### src/rtl/hwy_irq_pkg.sv
// Shared constants for the event flag / interrupt register set.
// Assumes a 32-bit data path and a 3-bit word address.
package hwy_irq_pkg;
    localparam int NFLAG  = 12;
    localparam int DATA_W = 32;
    localparam int ADDR_W = 3;
    localparam int VEC_W  = 16;
    localparam int VEC_LO = DATA_W - VEC_W;

    // mask write command bits
    localparam int MCMD_CLRALL = 12;
    localparam int MCMD_CLRSEL = 13;
    localparam int MCMD_SETSEL = 14;
    // status write command bit
    localparam int SCMD_SEL    = 12;

    // condition word bit positions
    localparam int CB_BOOK  = 0;
    localparam int CB_AVAIL = 1;
    localparam int CB_X     = 2;
    localparam int CB_Q     = 3;
    localparam int CB_EN    = 4;
    localparam int CB_LAM   = 5;
    localparam int CB_CMD   = 6;
    localparam int CB_TX    = 7;
    localparam int CB_DMD   = 8;
    localparam int CB_SYNC  = 9;
    localparam int CB_ARB   = 10;
    localparam int CB_BYTE  = 11;

    // flag indices
    localparam int FL_TXDONE  = 0;
    localparam int FL_CMDDONE = 1;
    localparam int FL_DEMAND  = 2;
    localparam int FL_SYNC    = 3;
    localparam int FL_TMO     = 4;
    localparam int FL_NOADDR  = 5;
    localparam int FL_QZERO   = 6;
    localparam int FL_XZERO   = 7;
    localparam int FL_ERR     = 8;
    localparam int FL_DERR    = 9;
    localparam int FL_LPE     = 10;
    localparam int FL_TPE     = 11;

    typedef enum logic [ADDR_W-1:0] {
        RA_COND = 3'd0,
        RA_MASK = 3'd1,
        RA_VEC  = 3'd2,
        RA_STAT = 3'd3,
        RA_SRST = 3'd4
    } reg_addr_e;
endpackage

### src/rtl/hwy_irq_flag_bank.sv
// Sticky event flags. Each bit is set by its event pulse and cleared by a
// global or selective clear; an event in the same cycle beats the clear.
// Assumes events are single-cycle pulses synchronous to clk.
module hwy_irq_flag_bank #(
    parameter int N = 12
) (
    input  logic         clk,
    input  logic         rst_n,
    input  logic [N-1:0] evt,
    input  logic         clr_all,
    input  logic         clr_sel,
    input  logic [N-1:0] sel,
    output logic [N-1:0] flags
);
    for (genvar i = 0; i < N; i++) begin : g_bit
        logic q;
        logic kill;
        assign kill = clr_all | (clr_sel & sel[i]);

        // one sticky flag: event sets, clear drops, event has priority
        always_ff @(posedge clk) begin
            if (!rst_n)      q <= 1'b0;
            else if (evt[i]) q <= 1'b1;
            else if (kill)   q <= 1'b0;
        end

        assign flags[i] = q;
    end
endmodule

### src/rtl/hwy_irq_mask_reg.sv
// Interrupt mask with command-coded writes: plain load, clear-all,
// selective clear and selective set, applied in that order.
// Assumes the caller qualifies wr with the mask address.
module hwy_irq_mask_reg #(
    parameter int N = 12
) (
    input  logic         clk,
    input  logic         rst_n,
    input  logic         wr,
    input  logic         srst,
    input  logic         cmd_clr_all,
    input  logic         cmd_clr_sel,
    input  logic         cmd_set_sel,
    input  logic [N-1:0] bits,
    output logic [N-1:0] mask
);
    logic [N-1:0] nxt;
    logic         plain_load;

    assign plain_load = ~(cmd_clr_all | cmd_clr_sel | cmd_set_sel);

    // next mask value from the write command
    always_comb begin
        nxt = mask;
        if (wr) begin
            if (plain_load) begin
                nxt = bits;
            end else begin
                if (cmd_clr_all) nxt = '0;
                if (cmd_clr_sel) nxt = nxt & ~bits;
                if (cmd_set_sel) nxt = nxt | bits;
            end
        end
        if (srst) nxt = '0;
    end

    // mask storage
    always_ff @(posedge clk) begin
        if (!rst_n) mask <= '0;
        else        mask <= nxt;
    end
endmodule

### src/rtl/hwy_irq_ctrl.sv
// Control state: booking semaphore, global interrupt enable, vector.
// Booking sets on a condition read and releases on a write with the
// release bit; the enable self-clears on a vector write (acknowledge).
module hwy_irq_ctrl #(
    parameter int VW = 16
) (
    input  logic          clk,
    input  logic          rst_n,
    input  logic          srst,
    input  logic          cond_rd,
    input  logic          cond_wr,
    input  logic          rel_bit,
    input  logic          en_bit,
    input  logic          vec_wr,
    input  logic [VW-1:0] vec_in,
    output logic          booked,
    output logic          en,
    output logic [VW-1:0] vec
);
    // booking semaphore: release wins over a same-cycle read
    always_ff @(posedge clk) begin
        if (!rst_n || srst)           booked <= 1'b0;
        else if (cond_wr && rel_bit)  booked <= 1'b0;
        else if (cond_rd)             booked <= 1'b1;
    end

    // global enable: set by software, dropped by vector acknowledge
    always_ff @(posedge clk) begin
        if (!rst_n || srst)          en <= 1'b0;
        else if (vec_wr)             en <= 1'b0;
        else if (cond_wr && en_bit)  en <= 1'b1;
    end

    // interrupt vector storage
    always_ff @(posedge clk) begin
        if (!rst_n || srst) vec <= '0;
        else if (vec_wr)    vec <= vec_in;
    end
endmodule

### src/rtl/hwy_irq_regs.sv
// Top of the event flag / mask / interrupt register set. Decodes the
// register port, assembles read data (registered) and drives the level
// interrupt. Assumes bus_wr and bus_rd are single-cycle strobes.
module hwy_irq_regs
    import hwy_irq_pkg::*;
(
    input  logic              clk,
    input  logic              rst_n,
    input  logic              bus_wr,
    input  logic              bus_rd,
    input  logic [ADDR_W-1:0] bus_addr,
    input  logic [DATA_W-1:0] bus_wdata,
    output logic [DATA_W-1:0] bus_rdata,
    input  logic [NFLAG-1:0]  evt_pulse,
    input  logic              last_x,
    input  logic              last_q,
    input  logic              byte_mode,
    input  logic              arb_mode,
    output logic              irq
);
    logic wr_cond, wr_mask, wr_vec, wr_stat, wr_srst, rd_cond;
    logic [NFLAG-1:0] flags_q;
    logic [NFLAG-1:0] mask_q;
    logic [NFLAG-1:0] pend;
    logic             irq_en_q;
    logic             booked_q;
    logic [VEC_W-1:0] vec_q;
    logic [DATA_W-1:0] cond_word;
    logic [DATA_W-1:0] rd_mux;

    // address decode
    always_comb begin
        wr_cond = bus_wr && (bus_addr == RA_COND);
        wr_mask = bus_wr && (bus_addr == RA_MASK);
        wr_vec  = bus_wr && (bus_addr == RA_VEC);
        wr_stat = bus_wr && (bus_addr == RA_STAT);
        wr_srst = bus_wr && (bus_addr == RA_SRST);
        rd_cond = bus_rd && (bus_addr == RA_COND);
    end

    hwy_irq_flag_bank #(.N(NFLAG)) u_flags (
        .clk     (clk),
        .rst_n   (rst_n),
        .evt     (evt_pulse),
        .clr_all ((wr_stat && !bus_wdata[SCMD_SEL]) || wr_srst),
        .clr_sel (wr_stat && bus_wdata[SCMD_SEL]),
        .sel     (bus_wdata[NFLAG-1:0]),
        .flags   (flags_q)
    );

    hwy_irq_mask_reg #(.N(NFLAG)) u_mask (
        .clk         (clk),
        .rst_n       (rst_n),
        .wr          (wr_mask),
        .srst        (wr_srst),
        .cmd_clr_all (bus_wdata[MCMD_CLRALL]),
        .cmd_clr_sel (bus_wdata[MCMD_CLRSEL]),
        .cmd_set_sel (bus_wdata[MCMD_SETSEL]),
        .bits        (bus_wdata[NFLAG-1:0]),
        .mask        (mask_q)
    );

    hwy_irq_ctrl #(.VW(VEC_W)) u_ctrl (
        .clk     (clk),
        .rst_n   (rst_n),
        .srst    (wr_srst),
        .cond_rd (rd_cond),
        .cond_wr (wr_cond),
        .rel_bit (bus_wdata[CB_BOOK]),
        .en_bit  (bus_wdata[CB_EN]),
        .vec_wr  (wr_vec),
        .vec_in  (bus_wdata[DATA_W-1:VEC_LO]),
        .booked  (booked_q),
        .en      (irq_en_q),
        .vec     (vec_q)
    );

    assign pend = flags_q & mask_q;

    // condition summary word
    always_comb begin
        cond_word           = '0;
        cond_word[CB_BOOK]  = booked_q;
        cond_word[CB_AVAIL] = ~booked_q;
        cond_word[CB_X]     = last_x;
        cond_word[CB_Q]     = last_q;
        cond_word[CB_EN]    = irq_en_q;
        cond_word[CB_LAM]   = |pend;
        cond_word[CB_CMD]   = flags_q[FL_CMDDONE];
        cond_word[CB_TX]    = flags_q[FL_TXDONE];
        cond_word[CB_DMD]   = flags_q[FL_DEMAND];
        cond_word[CB_SYNC]  = flags_q[FL_SYNC];
        cond_word[CB_ARB]   = arb_mode;
        cond_word[CB_BYTE]  = byte_mode;
    end

    // read data selection
    always_comb begin
        rd_mux = '0;
        case (bus_addr)
            RA_COND: rd_mux = cond_word;
            RA_MASK: rd_mux[NFLAG-1:0] = mask_q;
            RA_VEC:  rd_mux = {vec_q, {VEC_LO{1'b0}}};
            RA_STAT: rd_mux[NFLAG-1:0] = flags_q;
            default: rd_mux = '0;
        endcase
    end

    // registered read port, holds between reads
    always_ff @(posedge clk) begin
        if (!rst_n)      bus_rdata <= '0;
        else if (bus_rd) bus_rdata <= rd_mux;
    end

    assign irq = irq_en_q & (|pend);
endmodule

### config.mk
export PLATFORM = sky130hd
export DESIGN_NAME = hwy_irq_regs
export DESIGN_NICKNAME = d
export VERILOG_FILES = /design/src/rtl/hwy_irq_pkg.sv /design/src/rtl/hwy_irq_flag_bank.sv /design/src/rtl/hwy_irq_mask_reg.sv /design/src/rtl/hwy_irq_ctrl.sv /design/src/rtl/hwy_irq_regs.sv
export SDC_FILE = /design/constraint.sdc
export NUM_CORES = 1
export LEC_CHECK = 0
export BUFFER_PORTS_ARGS = -buffer_cell sky130_fd_sc_hd__buf_2
export CAP_MARGIN = 10
export CORE_ASPECT_RATIO = 0.6
export CORE_MARGIN = 3
export CORE_UTILIZATION = 50
export CTS_CLUSTER_DIAMETER = 200
export DETAILED_ROUTE_END_ITERATION = 10
export PLACE_DENSITY = 0.81
export SLEW_MARGIN = 20
export SYNTH_ARGS = -nofsm -noshare
export SYNTH_HDL_FRONTEND = slang
export SYNTH_HIERARCHICAL = 1
export SYNTH_SLANG_ARGS = --single-unit
### constraint.sdc
create_clock -name clk -period 1.9 [get_ports clk]
set_clock_uncertainty 0.05 [all_clocks]
set_input_delay 0.38 -clock clk [delete_from_list [all_inputs] [get_ports clk]]
set_output_delay 0.38 -clock clk [all_outputs]
set_load 0.005 [all_outputs]
Word-level counts from Yosys, hierarchy flattened --
Cells that the tools add are included.
Cells by class: eq/ne operators 4, reductions and logical operators 31, mux-type cells 34, bitwise logic cells 33
Operators with widths (count):
- 12-bit 2-to-1 mux | 8
- 12-bit case mux with 3 select lines | 1
- 12-bit bitwise AND | 2
- 1-bit 2-to-1 mux | 24
- 2-bit nonzero test | 12
- 20-bit 2-to-1 mux | 1
- 1-bit OR | 14
- 1-bit bitwise AND | 13
- 12-bit inverter | 1
- 12-bit OR | 1
- 12-bit OR reduction | 1
- 1-bit logical AND | 10
- 3-bit by 2-bit == test with 1-bit output, second input constant | 2
- 2-bit OR reduction | 3
- 3-bit by 1-bit == test with 1-bit output, second input constant | 1
- 3-bit == test, second input constant | 1
- 3-bit logical NOT | 1
- 1-bit logical NOT | 2
- 1-bit logical OR | 2
- 1-bit inverter | 2
Storage, ports and cells: output and inout port bits 33, register bits 74, logic and storage cells 119

Longest topological paths before layout --
Gate-level depths: netlist (run 1).
depth after elaboration 11, mapped depth 7, mapped depth without buffers 5

Cells and area by module --
Netlist (run 1), hierarchy kept.
By module, submodules not included:
- hwy_irq_regs | instances 1, cells an instance 187, area each 1631.6 µm²
- hwy_irq_ctrl | instances 1, cells an instance 59, area each 655.6 µm²
- hwy_irq_flag_bank | instances 1, cells an instance 63, area each 636.9 µm²
- hwy_irq_mask_reg | instances 1, cells an instance 46, area each 549.3 µm²

Worst setup path before layout (run 1) --
OpenSTA, ideal clock, no wires.
path kind input-to-reg, start input bus_addr[0], end register u_mask.mask[11], setup time 0.117 ns, data arrival time 1.577 ns, required time 1.733 ns, stages 5, setup slack 0.155 ns, path through clkbuf_1 nor3b_1 buf_4 o211ai_1 a32o_1
On the way: elaborated cells between the ends (all ways) 5, those cells by class eq/ne (2); reduce/logical (3)
RTL lines:
- start, declared | RTL line hwy_irq_regs.sv:11 | input logic [ADDR_W-1:0] bus_addr,
- 3-bit by 1-bit == test with 1-bit output | RTL line hwy_irq_regs.sv:34 | wr_mask = bus_wr && (bus_addr == RA_MASK);
- 1-bit logical AND | RTL line hwy_irq_regs.sv:34
- via wr_mask | RTL line hwy_irq_regs.sv:21 | logic wr_cond, wr_mask, wr_vec, wr_stat, wr_srst, rd_cond;
- end signal, assigned | RTL line hwy_irq_mask_reg.sv:40 | else mask <= nxt;
- end, declared | RTL line hwy_irq_mask_reg.sv:15 | output logic [N-1:0] mask
The timed path passes the listed nets, and every way through them passes these cells. A chain may end at the register's enable or synchronous reset.

Worst setup path after layout (run 1) --
start register u_mask.mask[10], end output irq
On the way: longest elaborated chain between the ends 3
Ends and longest elaborated chain:
- 12-bit bitwise AND | RTL line hwy_irq_regs.sv:78 | assign pend = flags_q & mask_q;
- 12-bit OR reduction | RTL line hwy_irq_regs.sv:115 | assign irq = irq_en_q & (|pend);
- 1-bit bitwise AND | RTL line hwy_irq_regs.sv:115
- end, declared | RTL line hwy_irq_regs.sv:19 | output logic irq
Every way passes these cells.

==> impl_metrics.env, run 1 <==
export IMPL_postLayoutCellArea_um2=4150
export IMPL_drv_max_cap_violation_count=0
export IMPL_cell_internal_pwr_w=0.00284
export IMPL_mappedNetlistArea_um2=3470
export IMPL_route_detailed_drc=0
export IMPL_overflow=0
export IMPL_gpl_final_weighted_congestion=0.876
export IMPL_numCtsBuffers=9
export IMPL_drtIter0Drc=172
export IMPL_place_area_um2=3810
export IMPL_clock_fmax_mhz=537
export IMPL_post_dp_hpwl_um=6280
export IMPL_dieWidth_um=114
export IMPL_tritoncts="yes"
export IMPL_ant_nets=0
export IMPL_boundaryPins=88
export IMPL_clk_pin_slew_worst_paths_ps=60
export IMPL_status="finished clean"
export IMPL_fp_coreArea_um2=6410
export IMPL_routedWlPerCell_um=17.3
export IMPL_synthesis_instances=355
export IMPL_netlist_area_leader_share_pct=40.3
export IMPL_clock_power_share_pct=48.7
export IMPL_grt_max_degree=43
export IMPL_report_final_slew_viol_count=0
export IMPL_setup_viol=0
export IMPL_layout_min_cycle_time_ps=1860
export IMPL_port_buffers=82
export IMPL_synth_ff_type="dfxtp_1"
export IMPL_tightest_slew_ps=601
export IMPL_power_density_nw_per_um2=883
export IMPL_startpoint_kind_of_the_worst_setup_timing_path="flop"
export IMPL_power_sequential_fraction_pct=42.0
export IMPL_layout_nets=477
export IMPL_grt_antenna_before_repair=1
export IMPL_synth_async_reset_ratio_pct=0
export IMPL_cts_root_buf="clkbuf_16"
export IMPL_htree_levels=3
export IMPL_viasPerCell=5.52
export IMPL_floorplan_die_height_um=70.6
export IMPL_vias=2819
export IMPL_worstPathArrival_ps=1430
export IMPL_netSwitchingPower_w=0.000823
export IMPL_fp_row_count=22
export IMPL_clock_insertion_delay_worst_skew_ps=340
export IMPL_min_path_type="in2reg"
export IMPL_cts_num_sinks=70
export IMPL_synth_seq_cells=70
export IMPL_max_clock_path_buffers=2
export IMPL_synth_common_cells="dfxtp_1 (70), nor2b_1 (34), inv_1 (23)"
export IMPL_power_ir_vdd_worst_uv=602
export IMPL_hold_viol=0
export IMPL_diodes=0
export IMPL_post_synth_top_count_cell="dfxtp_1"
export IMPL_power_switching_share_pct=22.5
export IMPL_slew_limit_headroom_pct=59.8
export IMPL_rr_worst_depth=4
export IMPL_first_pass_iters=4
export IMPL_synth_area_per_cell_um2=9.78
export IMPL_p_leak_nw=1.70
export IMPL_critical_path_class="reg2out"
export IMPL_floorplan_die_area_um2=8020
export IMPL_post_layout_total_power_w=0.00367
export IMPL_yosys_warnings=6
export IMPL_synth_distinct_cells=38
export IMPL_start_util_pct=54.2
export IMPL_grt_usage_pct=22.3
export IMPL_layout_area_overhead_vs_synth_pct=19.6
export IMPL_path_max_fanout=3
export IMPL_worstHoldPathCells=2
export IMPL_synth_top_cells_by_area="dfxtp_1 (40%), nor2b_1 (6.1%), mux2i_1 (4.9%), mux2_4 (4.8%), buf_4 (4.1%)"
export IMPL_number_of_enable_flip_flop_cells_after_synthesis=0
export IMPL_post_cts_setup_buffer_count=0
export IMPL_grt_first_pass_wirelength_um=13800
export IMPL_worst_endpoint_required_ps=1470
export IMPL_yosys_area_top_type="dfxtp_1"
export IMPL_layout_worst_path_cycle_share_pct=98.0
export IMPL_totalWireLength_um=8850
export IMPL_yosysSeqAreaShare_pct=40.3
export IMPL_post_route_cells_drive_above_1_share_pct=35.4
export IMPL_comb_power_share_pct=9.3
export IMPL_grt_pass1_vias=2773
export IMPL_endpoint_class_of_the_critical_path="output port"
==> through the flow <==
| step | setup slack [ps] | TNS (ps) | utilization (%) | hold slack (ps) | instances |
|---|---|---|---|---|---|
| 3_5_place_dp | -130 | -1370 | 59.4 | 412 | 495 |
| 5_1_grt | -1.56 | -1.56 | 64.8 | 201 | 511 |
| 6_report | 38.8 | 0 | 64.8 | 200 | 511 |
| 3_3_place_gp | -40.3 | -464 | 59.4 | 405 | 495 |
| 4_1_cts | 18.3 | 0 | 64.4 | 193 | 511 |
| 2_1_floorplan | 155 | 0 | - | 411 | 358 |
==> sequential cells by signal (all words and copies together), names as in the netlist <==
signal and flops:
u_ctrl/vec 16, u_mask/mask 12, u_ctrl/booked 1, u_flags/g_bit.q 12, bus_rdata 28, u_ctrl/en 1
==> logic make-up after synthesis <==
kind of cell / count (synthesis) / synth area share, %
simple gates: 93 / 14.7
compound gates: 99 / 23.5
flops: 70 / 40.3
other cells: 1 / 0.108
buf+inv: 64 / 11.7
mux: 28 / 9.65
==> routing by layer <==
metal / vias up / global-route usage (%) / share of wire, %
li1: 1373 / - / -
met4: 2 / 7.47 / 1.2
met3: 14 / 8.38 / 8.4
met2: 101 / 32.9 / 43
met5: - / 0 / 0.15
met1: 1329 / 30.2 / 47
==> final timing paths <==
check | from | to | slack (ps)
max | u_mask/mask[10]$_SDFFE_PP0P_ | irq | 40
min | evt_pulse[10] | u_flags/g_bit[10].q$_SDFFE_PN0P_ | 200
max reg2reg | u_flags/g_bit[4].q$_SDFFE_PN0P_ | bus_rdata[4]$_SDFFE_PN0P_ | 680
min reg2reg | bus_rdata[5]$_SDFFE_PN0P_ | bus_rdata[5]$_SDFFE_PN0P_ | 420
==> final cells by class <==
| class | count | area (um2) |
|---|---|---|
| clock buffers | 12 | 246 |
| fillers | 544 | 2260 |
| inverters | 23 | 86.3 |
| clock inverters | 4 | 70.1 |
| well taps | 84 | 105 |
| flip-flops and latches | 70 | 1400 |
| repair buffers | 94 | 538 |
| multi-input cells | 224 | 1700 |
==> what timing repair did <==
item,4_1_cts,5_1_grt
gates cloned,0,0
hold buffers,0,0
setup endpoints to repair,1,1
gates resized for setup,1,6
==> placed cells by master (no fill, tap or decap), types with 2 or more instances in the layout <==
| cell | count |
|---|---|
| a211oi_1 | 2 |
| a211oi_2 | 11 |
| a21oi_1 | 18 |
| a22oi_1 | 4 |
| a22oi_2 | 12 |
| a32o_1 | 12 |
| and2_1 | 11 |
| buf_12 | 3 |
| buf_2 | 82 |
| buf_4 | 9 |
| bufinv_16 | 2 |
| clkbuf_1 | 2 |
| clkbuf_16 | 9 |
| clkinv_2 | 2 |
| conb_1 | 4 |
| dfxtp_1 | 68 |
| dfxtp_2 | 2 |
| inv_1 | 23 |
| mux2_4 | 11 |
| mux2i_1 | 17 |
| nand2_1 | 6 |
| nand2b_1 | 4 |
| nand2b_2 | 2 |
| nand3_1 | 4 |
| nor2_1 | 21 |
| nor2_2 | 2 |
| nor2b_1 | 34 |
| nor3_1 | 4 |
| nor3b_1 | 2 |
| o211ai_1 | 10 |
| o211ai_2 | 2 |
| o21a_1 | 12 |
| o22ai_1 | 12 |
==> power groups by stage <==
stage | logic [W] | clock network (W) | registers, W
floorplan | 0.000256 | 0 | 0.00155
global placement | 0.000327 | 0 | 0.00156
detailed placement | 0.000337 | 0 | 0.00157
CTS | 0.000340 | 0.00180 | 0.00154
global route | 0.000371 | 0.00186 | 0.00154
finish | 0.000342 | 0.00179 | 0.00154
==> critical path: stages, from the launching register on <==
cell and delay, ps:
dfxtp_1 330, a22oi_2 210, nand2_1 100, o31a_1 330, buf_2 130
No activity file was read; power rests on OpenSTA's default activity.
==> run 2, diff against run 1 <==
--- a/config.mk
+++ b/config.mk
@@ -10,6 +10,7 @@
 export CORE_ASPECT_RATIO = 0.6
 export CORE_MARGIN = 3
 export CORE_UTILIZATION = 50
+export CTS_BUF_LIST = sky130_fd_sc_hd__clkbuf_16
 export CTS_CLUSTER_DIAMETER = 200
 export DETAILED_ROUTE_END_ITERATION = 10
 export PLACE_DENSITY = 0.81
==> run 2 against run 1 <==
Effect of this change: clock power fell by 3%; non-clock buffer count stayed put; worst setup slack improved by 1.7 ps; worst hold slack lost 2.3 ps; routed wire length decreased by 0.20%; critical endpoint unchanged; largest power group unchanged.
==> impl_metrics.env, run 2 (synthesized netlist as in run 1, its figures left out) <==
export IMPL_floorplan_die_height_um=70.6
export IMPL_postLayoutCellArea_um2=4140
export IMPL_ant_nets=0
export IMPL_worstHoldPathCells=2
export IMPL_boundaryPins=88
export IMPL_grt_max_degree=43
export IMPL_clock_fmax_mhz=538
export IMPL_grt_usage_pct=22.3
export IMPL_post_cts_setup_buffer_count=0
export IMPL_viasPerCell=5.55
export IMPL_critical_path_class="reg2out"
export IMPL_status="finished clean"
export IMPL_grt_antenna_before_repair=1
export IMPL_tritoncts="yes"
export IMPL_endpoint_class_of_the_critical_path="output port"
export IMPL_htree_levels=3
export IMPL_tightest_slew_ps=599
export IMPL_cell_internal_pwr_w=0.00279
export IMPL_power_sequential_fraction_pct=42.6
export IMPL_floorplan_die_area_um2=8020
export IMPL_first_pass_iters=5
export IMPL_max_reg_flops=28
export IMPL_multiInputGateArea_um2=1700
export IMPL_cts_num_sinks=70
export IMPL_regToRegEndpoint="bus_rdata[4]$_SDFFE_PN0P_"
export IMPL_timing_final_ws_setup_ps=40.5
export IMPL_drtIter0Drc=173
export IMPL_cp_cell_sequence="a22oi_2 -> nand2_1 -> o31a_1 -> buf_2"
export IMPL_layout_area_overhead_vs_synth_pct=19.3
export IMPL_layout_nets=477
export IMPL_gpl_final_weighted_congestion=0.876
export IMPL_hold_viol=0
export IMPL_netSwitchingPower_w=0.000824
export IMPL_worstPathArrival_ps=1430
export IMPL_hold_path_endpoint="u_flags/g_bit[1].q$_SDFFE_PN0P_"
export IMPL_diodes=0
export IMPL_fp_row_count=22
export IMPL_cts_hold_fix_buffers=0
export IMPL_rr_worst_depth=4
export IMPL_min_path_type="in2reg"
export IMPL_min_from="evt_pulse[1]"
export IMPL_layout_common_cells="buf_2 (82), dfxtp_1 (68), nor2b_1 (34)"
export IMPL_max_clock_path_buffers=2
export IMPL_cts_root_buf="clkbuf_16"
export IMPL_post_route_cells_drive_above_1_share_pct=35.1
export IMPL_final_common_cell="buf_2"
export IMPL_layout_worst_path_cycle_share_pct=97.9
export IMPL_post_dp_hpwl_um=6280
export IMPL_max_flop_register="bus_rdata"
export IMPL_placed_cells=495
export IMPL_setup_reg_to_reg_worst_slack_ps=680
export IMPL_port_buffers=82
export IMPL_timing_rr_start="u_flags/g_bit[4].q$_SDFFE_PN0P_"
export IMPL_path_max_fanout=3
export IMPL_fp_coreArea_um2=6410
export IMPL_power_density_nw_per_um2=873
export IMPL_ff_latch_area_um2=1400
export IMPL_comb_power_share_pct=9.5
export IMPL_report_final_slew_viol_count=0
export IMPL_slowest_delay_ps=330
export IMPL_numCtsBuffers=9
export IMPL_totalWireLength_um=8830
export IMPL_startpoint_kind_of_the_worst_setup_timing_path="flop"
export IMPL_final_fill_count=545
export IMPL_worst_endpoint_required_ps=1470
export IMPL_leading_registers_by_flop_count="bus_rdata: 28 flops, u_ctrl/vec: 16 flops"
export IMPL_grt_first_pass_wirelength_um=13800
export IMPL_clock_insertion_delay_worst_skew_ps=340
export IMPL_clock_power_share_pct=48.0
export IMPL_slew_limit_headroom_pct=59.9
export IMPL_layout_min_cycle_time_ps=1860
export IMPL_setup_viol=0
export IMPL_start_util_pct=54.2
export IMPL_critical_path_slowest_cell="dfxtp_1"
export IMPL_finalHoldWorstSlack_ps=198
export IMPL_preCtsSetupSlack_ps=-130
export IMPL_route_detailed_drc=0
export IMPL_place_area_um2=3810
export IMPL_grt_pass1_vias=2773
export IMPL_drv_max_cap_violation_count=0
export IMPL_dieWidth_um=114
export IMPL_vias=2835
export IMPL_clk_pin_slew_worst_paths_ps=60
export IMPL_final_std_cells_w_o_fill=511
export IMPL_overflow=0
export IMPL_routedWlPerCell_um=17.3
export IMPL_power_switching_share_pct=22.8
export IMPL_p_leak_nw=1.71
export IMPL_power_ir_vdd_worst_uv=597
run 2: cell type report:
class                      instances  share of cell area (%)
tap                               84                    2.54
sequential                        70                    33.9
timing repair buffer              94                    13.0
multi-input combinational        224                    41.1
clock inverter                     7                    1.96
inverter                          23                    2.08
clock buffer                       9                    5.43
run 2: metal layers:
| layer | GRT usage [%] | routed length, um | vias to the layer above |
|---|---|---|---|
| met5 | 0 | 13 | - |
| met4 | 7.47 | 123 | 2 |
| met3 | 8.38 | 718 | 14 |
| met2 | 32.9 | 3870 | 98 |
| met1 | 30.2 | 4110 | 1350 |
| li1 | - | - | 1371 |
run 2: what timing repair did:
item                                    in CTS  in global routing
endpoints found under the setup margin       1                  1
endpoints found under the hold margin        0                  0
cloned                                       0                  0
gates resized for setup                      1                  6
run 2: how the worst max path moves through the flow:
stage                                          startpoint                      endpoint  slack [ps]  depth (start not counted)
after floorplan                               bus_addr[0]  u_mask/mask[11]$_SDFFE_PP0P_         160                          5
after global placement                        bus_addr[1]   u_mask/mask[3]$_SDFFE_PP0P_         -40                          6
after detailed placement                      bus_addr[1]   u_mask/mask[3]$_SDFFE_PP0P_        -130                          6
after CTS                 u_flags/g_bit[2].q$_SDFFE_PN0P_                           irq          20                          4
after global routing         u_mask/mask[11]$_SDFFE_PP0P_                           irq          -2                          4
final                        u_mask/mask[10]$_SDFFE_PP0P_                           irq          40                          4
run 2: per-stage QoR:
step                utilization, %  total power, W  TNS (ps)
detailed placement            59.4         0.00190     -1370
global route                  64.6         0.00373     -1.56
global placement              59.4         0.00189      -464
finish                        64.6         0.00362         0
floorplan                        -         0.00181         0
CTS                           64.3         0.00363         0
run 2: power by group through the flow:
stage,clock [W],combinational (W),sequential [W]
floorplan,0,0.000256,0.00155
global placement,0,0.000327,0.00156
detailed placement,0,0.000337,0.00157
CTS,0.00175,0.000340,0.00154
global route,0.00181,0.000371,0.00154
finish,0.00173,0.000342,0.00154
run 2: critical path, delay by kind of cell, from the launching register on:
kind                   cells  cell delay (ps)
AOI/OAI and AO/OA          2              530
DFF                        1              330
and+or+nand+nor            1              100
buffers and inverters      1              130
